<file path="src/rtl/divPkg.sv">
package divPkg;
  typedef enum logic [1:0] {
    ST_IDLE = 2'd0,
    ST_RUN  = 2'd1,
    ST_FIN  = 2'd2
  } divStateT;

  typedef struct packed {
    logic load;
    logic step;
    logic first;
    logic finish;
  } divStrobeT;
endpackage

</file>
<file path="src/rtl/divCtrl.sv">
module divCtrl
  import divPkg::*;
#(
  parameter int W = 64
) (
  input  logic      clk,
  input  logic      rstN,
  input  logic      startIn,
  output divStrobeT strobe
);
  localparam int CW = $clog2(W + 1);

  divStateT state;
  logic [CW-1:0] stepCnt;

  always_comb begin
    strobe = '0;
    case (state)
      ST_IDLE: strobe.load = startIn;
      ST_RUN: begin
        strobe.step  = 1'b1;
        strobe.first = (stepCnt == '0);
      end
      ST_FIN:  strobe.finish = 1'b1;
      default: strobe = '0;
    endcase
  end

  always_ff @(posedge clk or negedge rstN) begin
    if (!rstN) begin
      state   <= ST_IDLE;
      stepCnt <= '0;
    end else begin
      case (state)
        ST_IDLE: if (startIn) begin
          state   <= ST_RUN;
          stepCnt <= '0;
        end
        ST_RUN: begin
          stepCnt <= stepCnt + 1'b1;
          if (stepCnt == CW'(W)) state <= ST_FIN;
        end
        default: state <= ST_IDLE;
      endcase
    end
  end


  fin_pulse_chk: assert property (@(posedge clk) disable iff (!rstN)
    strobe.finish |=> !strobe.finish);


  no_reload_chk: assert property (@(posedge clk) disable iff (!rstN)
    strobe.step |=> !strobe.load);
endmodule

</file>
<file path="src/rtl/divDatapath.sv">
module divDatapath
  import divPkg::*;
#(
  parameter int W = 64
) (
  input  logic            clk,
  input  logic            rstN,
  input  divStrobeT       strobe,
  input  logic [W-1:0]    opA,
  input  logic [W-1:0]    opB,
  input  logic            isSigned,
  input  logic            is32,
  input  logic            isModulo,
  input  logic            isExtended,
  input  logic            recordIn,
  input  logic            sumOvIn,
  output logic            doneOut,
  output logic [W-1:0]    resultOut,
  output logic [31:0]     condOut
);
  localparam int H = W / 2;
  localparam logic [W:0] LIM_FULL = {{W{1'b0}}, 1'b1} << (W - 1);
  localparam logic [W:0] LIM_HALF = {{W{1'b0}}, 1'b1} << (H - 1);
  localparam logic [31:0] FAIL_COND = 32'h2000_0000;

  logic [W-1:0] remReg, divReg, lowReg;
  logic [W:0]   qReg;
  logic sgnR, w32R, modR, recR, soR, negQ, negR;

  // operand preparation
  logic sa, sb, extEff;
  logic [W-1:0] magA, magB, hiInit, loInit;
  always_comb begin
    extEff = isExtended & ~isModulo;
    if (is32) begin
      sa   = isSigned & opA[H-1];
      sb   = isSigned & opB[H-1];
      magA = {{H{1'b0}}, (sa ? -opA[H-1:0] : opA[H-1:0])};
      magB = {{H{1'b0}}, (sb ? -opB[H-1:0] : opB[H-1:0])};
      hiInit = '0;
      loInit = extEff ? (magA << H) : magA;
    end else begin
      sa   = isSigned & opA[W-1];
      sb   = isSigned & opB[W-1];
      magA = sa ? -opA : opA;
      magB = sb ? -opB : opB;
      hiInit = extEff ? magA : '0;
      loInit = extEff ? '0 : magA;
    end
  end

  // one iteration
  logic [W:0]   trial;
  logic         qBit;
  logic [W-1:0] remNext;
  always_comb begin
    if (strobe.first) begin
      trial = {1'b0, remReg};
    end else begin
      trial = {remReg, lowReg[W-1]};
    end
    qBit    = trial >= {1'b0, divReg};
    remNext = qBit ? (trial[W-1:0] - divReg) : trial[W-1:0];
  end

  // output stage
  logic [W:0]   limit;
  logic         qFits, failNow, ltB, eqB;
  logic [W-1:0] qVal, rVal, resNow;
  logic [31:0]  condNow;
  always_comb begin
    limit = w32R ? LIM_HALF : LIM_FULL;
    if (sgnR) qFits = negQ ? (qReg <= limit) : (qReg < limit);
    else      qFits = w32R ? ((qReg >> H) == '0) : !qReg[W];
    qVal = negQ ? -qReg[W-1:0] : qReg[W-1:0];
    rVal = negR ? -remReg : remReg;
    if (modR) begin
      if (!w32R)     resNow = rVal;
      else if (sgnR) resNow = {{H{rVal[H-1]}}, rVal[H-1:0]};
      else           resNow = {{H{1'b0}}, rVal[H-1:0]};
    end else begin
      resNow = w32R ? {{H{1'b0}}, qVal[H-1:0]} : qVal;
    end
    failNow = qReg[W] | (~modR & ~qFits);
    ltB = resNow[W-1];
    eqB = (resNow == '0);
    condNow = recR ? {ltB, ~ltB & ~eqB, eqB, soR, 28'd0} : 32'd0;
    if (failNow) begin
      resNow  = '0;
      condNow = FAIL_COND;
    end
  end

  always_ff @(posedge clk or negedge rstN) begin
    if (!rstN) begin
      remReg <= '0; divReg <= '0; lowReg <= '0; qReg <= '0;
      sgnR <= 1'b0; w32R <= 1'b0; modR <= 1'b0; recR <= 1'b0;
      soR <= 1'b0; negQ <= 1'b0; negR <= 1'b0;
      doneOut <= 1'b0; resultOut <= '0; condOut <= '0;
    end else begin
      doneOut <= strobe.finish;
      if (strobe.load) begin
        remReg <= hiInit;
        lowReg <= loInit;
        divReg <= magB;
        qReg   <= '0;
        sgnR <= isSigned; w32R <= is32; modR <= isModulo;
        recR <= recordIn; soR <= sumOvIn;
        negQ <= sa ^ sb;
        negR <= sa;
      end
      if (strobe.step) begin
        remReg <= remNext;
        qReg   <= {qReg[W-1:0], qBit};
        if (!strobe.first) lowReg <= lowReg << 1;
      end
      if (strobe.finish) begin
        resultOut <= resNow;
        condOut   <= condNow;
      end
    end
  end


  zero_div_chk: assert property (@(posedge clk) disable iff (!rstN)
    (strobe.finish && divReg == '0) |=> (resultOut == '0 && condOut == FAIL_COND));


  upper_zero_chk: assert property (@(posedge clk) disable iff (!rstN)
    (doneOut && w32R && !modR) |-> (resultOut[W-1:H] == '0));


  no_record_chk: assert property (@(posedge clk) disable iff (!rstN)
    (doneOut && !recR && resultOut != '0) |-> (condOut == 32'd0));


  fail_value_chk: assert property (@(posedge clk) disable iff (!rstN)
    (doneOut && condOut[29] && !recR) |-> (resultOut == '0 && condOut == FAIL_COND));
endmodule

</file>
<file path="src/rtl/seqDivider.sv">
module seqDivider
  import divPkg::*;
#(
  parameter int W = 64
) (
  input  logic          clk,
  input  logic          rstN,
  input  logic          startIn,
  input  logic [W-1:0]  opA,
  input  logic [W-1:0]  opB,
  input  logic          isSigned,
  input  logic          is32,
  input  logic          isModulo,
  input  logic          isExtended,
  input  logic          recordIn,
  input  logic          sumOvIn,
  output logic          doneOut,
  output logic [W-1:0]  resultOut,
  output logic [31:0]   condOut
);
  divStrobeT strobe;

  divCtrl #(.W(W)) u_ctrl (
    .clk(clk), .rstN(rstN), .startIn(startIn), .strobe(strobe)
  );

  divDatapath #(.W(W)) u_dp (
    .clk(clk), .rstN(rstN), .strobe(strobe),
    .opA(opA), .opB(opB), .isSigned(isSigned), .is32(is32),
    .isModulo(isModulo), .isExtended(isExtended),
    .recordIn(recordIn), .sumOvIn(sumOvIn),
    .doneOut(doneOut), .resultOut(resultOut), .condOut(condOut)
  );


  done_pulse_chk: assert property (@(posedge clk) disable iff (!rstN)
    doneOut |=> !doneOut);
endmodule

</file>
<file path="config.mk">
export PLATFORM = sky130hd
export DESIGN_NAME = seqDivider
export DESIGN_NICKNAME = d
export VERILOG_FILES = /design/src/rtl/divPkg.sv /design/src/rtl/divCtrl.sv /design/src/rtl/divDatapath.sv /design/src/rtl/seqDivider.sv
export SDC_FILE = /design/constraint.sdc
export NUM_CORES = 1
export LEC_CHECK = 0
export ABC_CLOCK_PERIOD_IN_PS = 8200
export BUFFER_PORTS_ARGS = -buffer_cell sky130_fd_sc_hd__buf_2
export CAP_MARGIN = 30
export CORE_ASPECT_RATIO = 0.5
export CORE_MARGIN = 2
export CORE_UTILIZATION = 62
export DETAILED_ROUTE_END_ITERATION = 8
export PLACE_DENSITY_LB_ADDON = 0.08
export SLEW_MARGIN = 20
export SYNTH_ARGS = -nofsm -noshare
export SYNTH_HDL_FRONTEND = slang
export SYNTH_SLANG_ARGS = --single-unit
</file>
<file path="constraint.sdc">
create_clock -name clk -period 8.2 [get_ports clk]
set_clock_uncertainty 0.1 [all_clocks]
set_input_delay 0.41 -clock clk [delete_from_list [all_inputs] [get_ports clk]]
set_output_delay 0.41 -clock clk [all_outputs]
set_load 0.05 [all_outputs]
</file>
==> impl_metrics.json <==
{
  "setup.worst_path.class": "register to register",
  "ant_nets": 0,
  "synth_edf_count": 0,
  "cts_sinks": 342,
  "relSlewSlack_pct": 34.5,
  "first_pass_iters": 6,
  "antenna_found_initial": 5,
  "grt_pass1_wl_um": 154000,
  "dieArea_um2": 46700,
  "cts_tree": "yes",
  "rows": 54,
  "power_switching_share_pct": 43.9,
  "path_common_cell": "buf_12",
  "synth_flop_cell": "dfrtp_1",
  "wl_um": 102000,
  "leakage_nw": 12.8,
  "grt_use_total_pct": 42.6,
  "cts_made_buffers": 35,
  "grt_pass1_vias": 25500,
  "vias": 28200,
  "synth_warnings": 0,
  "endpoint_kind": "register",
  "crit_chain": "nand2b_4 > nor3_2 > buf_12 > mux2_2 > ha_1 > a21oi_1 > o21ai_0 > or4b_1 > a211o_1 > nand3_1 > nand2_1 > o2111ai_1 > buf_4 > and2_1 > buf_12 > nor3_1 > o32a_1",
  "worst_ep_arrival_time_ns": 6.44,
  "crit_path_max_fanout": 69,
  "peakVddDrop_mv": 0.152,
  "postSynthCellCount": 3540,
  "slowest_stage": "and2_1",
  "rsz0062_at_grt": "no",
  "fmax_mhz": 164,
  "drive_above_1_share_pct": 12.2,
  "post_drt_wl_per_cell_um": 24.5,
  "synth_seq_area_share_pct": 30.8,
  "ioPinCount": 234,
  "fin_crit_sh_pct": 74.2,
  "clk_latency_ns": 0.59,
  "cp-start-kind": "register",
  "hpwlAfterDp_um": 75600,
  "die_w_um": 304,
  "p_clk_share_pct": 24.1,
  "setup_tns_ns": 0,
  "vias_per_cell": 6.79,
  "ctsRootBufferMaster": "clkbuf_16",
  "cts.path.max_buffers": 3,
  "period_minus_slack_ns": 6.09,
  "worst_pin_slew_ns": 0.979,
  "worst_ep_required_time_ns": 8.55,
  "overflow": 0,
  "timing.hold.ws_ns": 0.0316,
  "pwr-share-seq_pct": 33.3,
  "drc": 0,
  "synth.avg_cell_area_um2": 7.86,
  "synth-async-reset-ratio_pct": 100,
  "drv_cap": 0,
  "setup_viol": 0,
  "nets": 3754,
  "core-area_um2": 43900,
  "cts.repair.resized": 0,
  "synth-seq-cells": 342,
  "hold_viol_final": 0,
  "synth_cell_type_count": 90,
  "comb_power_share_pct": 42.6,
  "port_buffers": 205,
  "power.density_nw_per_um2": 244,
  "htreeDepth": 2,
  "drt_first_iter_violations": 4414,
  "grt_max_degree": 103,
  "hold_path.class": "input port to register",
  "max_stage_delay_ns": 0.58,
  "p_int_mw": 4.11,
  "synthesis.area_um2": 27800,
  "area_growth_pct": 8.16,
  "drv_slew": 0,
  "status": "finished clean",
  "p_sw_mw": 3.22,
  "place_congestion": 1.03,
  "die_h_um": 154,
  "clk_pin_slew_worst_paths_ns": 0.07,
  "initial_core_util_pct": 63.3
}
through the flow:
step | total power [mW] | setup WS (ns) | cell area [µm²] | cells | utilization [%]
6_report | 7.33 | 2.11 | 30100 | 4156 | 68.5
5_1_grt | 7.66 | 1.84 | 30100 | 4155 | 68.5
4_1_cts | 7.16 | 2.25 | 30000 | 4151 | 68.4
3_5_place_dp | 5.40 | 2.28 | 28800 | 4091 | 65.6
3_3_place_gp | 5.35 | 2.43 | 28800 | 4089 | 65.5
2_1_floorplan | 4.41 | 2.53 | 27900 | 3567 | -
cell type report:
cell class / count / area (µm²)
timing repair buffer: 248 / 1440
antenna: 2 / 5.00
sequential: 342 / 8560
fill: 3658 / 13800
clock buffer: 46 / 988
multi-input combinational: 2796 / 17700
tap: 588 / 736
clock inverter: 13 / 219
inverter: 121 / 454
path summary, 6_finish.rpt:
path	start	end	slack (ns)	depth (start not counted)
max	u_ctrl.state[1]	u_dp.remReg[38]	2.11	17
min	recordIn	u_dp.recR	0.03	3
max reg2reg	u_ctrl.state[1]	u_dp.remReg[38]	2.11	17
min reg2reg	u_dp.resultOut[49]	u_dp.resultOut[49]	0.36	2
max in group asynchronous	rstN	u_dp.remReg[26]	5.59	4
min in group asynchronous	rstN	u_dp.resultOut[14]	0.36	2
power by group through the flow:
stage / logic [mW] / registers, mW / clock network (mW)
2_1_floorplan: 2.29 / 2.12 / 0
3_3_place_gp: 2.95 / 2.40 / 0
4_1_cts: 3.01 / 2.38 / 1.77
6_report: 3.13 / 2.44 / 1.77
5_1_grt: 3.37 / 2.45 / 1.84
3_5_place_dp: 2.99 / 2.41 / 0
cell usage in the layout (no fill, tap or decap), types with 20 or more instances in the layout:
master / instances
nand3_1: 74
conb_1: 28
o41ai_1: 23
o31ai_1: 72
inv_1: 120
o21ai_0: 371
buf_4: 35
a31oi_1: 38
or4_1: 39
mux2i_1: 48
xnor2_1: 155
a21oi_1: 169
nor3_1: 88
a22oi_1: 35
nand2_1: 460
ha_1: 72
xor2_1: 160
a221oi_1: 41
o221ai_1: 32
nand4_1: 36
mux2_2: 65
clkbuf_16: 36
o211ai_1: 29
dfrtp_1: 339
a21o_1: 30
or3_1: 47
buf_2: 205
nor4_1: 45
and3_1: 20
a22o_1: 37
nor2_1: 285
flip-flops by register name, indices dropped and copies added, names as in the netlist, 2 cells and up:
register	count
u_dp.condOut	4
u_ctrl.stepCnt	7
u_dp.resultOut	64
u_dp.lowReg	64
u_dp.remReg	64
u_ctrl.state	2
u_dp.divReg	64
u_dp.qReg	65
worst max-delay path: cells and delay by family (launching register included):
kind	cells	cell delay (ns)
and+or+nand+nor	7	2.35
muxes	1	0.40
AOI/OAI and AO/OA	5	1.38
DFF	1	0.44
adders and majority gates	1	0.36
buffers and inverters	3	0.87
logic make-up after synthesis:
family,Yosys count,synth area share [%]
fa+ha+maj,73,3.31
mux,113,4.36
flops,342,30.8
compound gates,1050,24.6
simple gates,1217,20.8
xor+xnor,315,9.92
other cells,1,0.0135
buf+inv,429,6.29
cell usage after synthesis (11+ instances only):
cell | instances | area share [%]
o211ai_1 | 29 | 0.78
buf_1 | 25 | 0.34
o21a_1 | 16 | 0.43
and2_1 | 18 | 0.40
nand3_1 | 74 | 1.3
clkbuf_1 | 239 | 3.2
nand4_1 | 36 | 0.81
a211oi_1 | 14 | 0.38
a22oi_1 | 35 | 0.94
and3_1 | 20 | 0.45
buf_2 | 13 | 0.23
or3_1 | 47 | 1.1
o221ai_1 | 32 | 1.0
o31ai_1 | 72 | 1.9
a22o_1 | 37 | 1.2
or2_2 | 19 | 0.43
nand2_1 | 462 | 6.2
a31oi_1 | 38 | 0.85
a221o_1 | 13 | 0.47
mux2_2 | 65 | 2.6
o21bai_1 | 12 | 0.32
a21oi_1 | 169 | 3.0
nand2b_1 | 17 | 0.38
a21boi_0 | 11 | 0.30
or4_1 | 39 | 1.1
o21ai_0 | 372 | 6.7
o41ai_1 | 23 | 0.72
o22ai_1 | 11 | 0.25
xor2_1 | 160 | 5.0
mux2i_1 | 48 | 1.7
nor3_1 | 90 | 1.6
a21o_1 | 30 | 0.81
ha_1 | 72 | 3.2
xnor2_1 | 155 | 4.9
inv_1 | 120 | 1.6
buf_4 | 29 | 0.78
nor4_1 | 45 | 1.0
nor2_1 | 289 | 3.9
a221oi_1 | 41 | 1.3
dfrtp_1 | 342 | 31
timing repair:
item | in CTS | in global routing
setup buffers | 0 | 0
endpoints found under the hold margin | 99 | 0
hold buffers | 1 | 0
per-layer routing:
metal / vias up / global-route usage, % / part of all wire (%)
li1: 12700 / - / -
met1: 13400 / 62.1 / 43
met2: 1811 / 57.1 / 39
met3: 231 / 17.4 / 15
met4: 6 / 11.9 / 3.0
met5: - / 0 / 0.037
(Power assumes the default switching activity.)
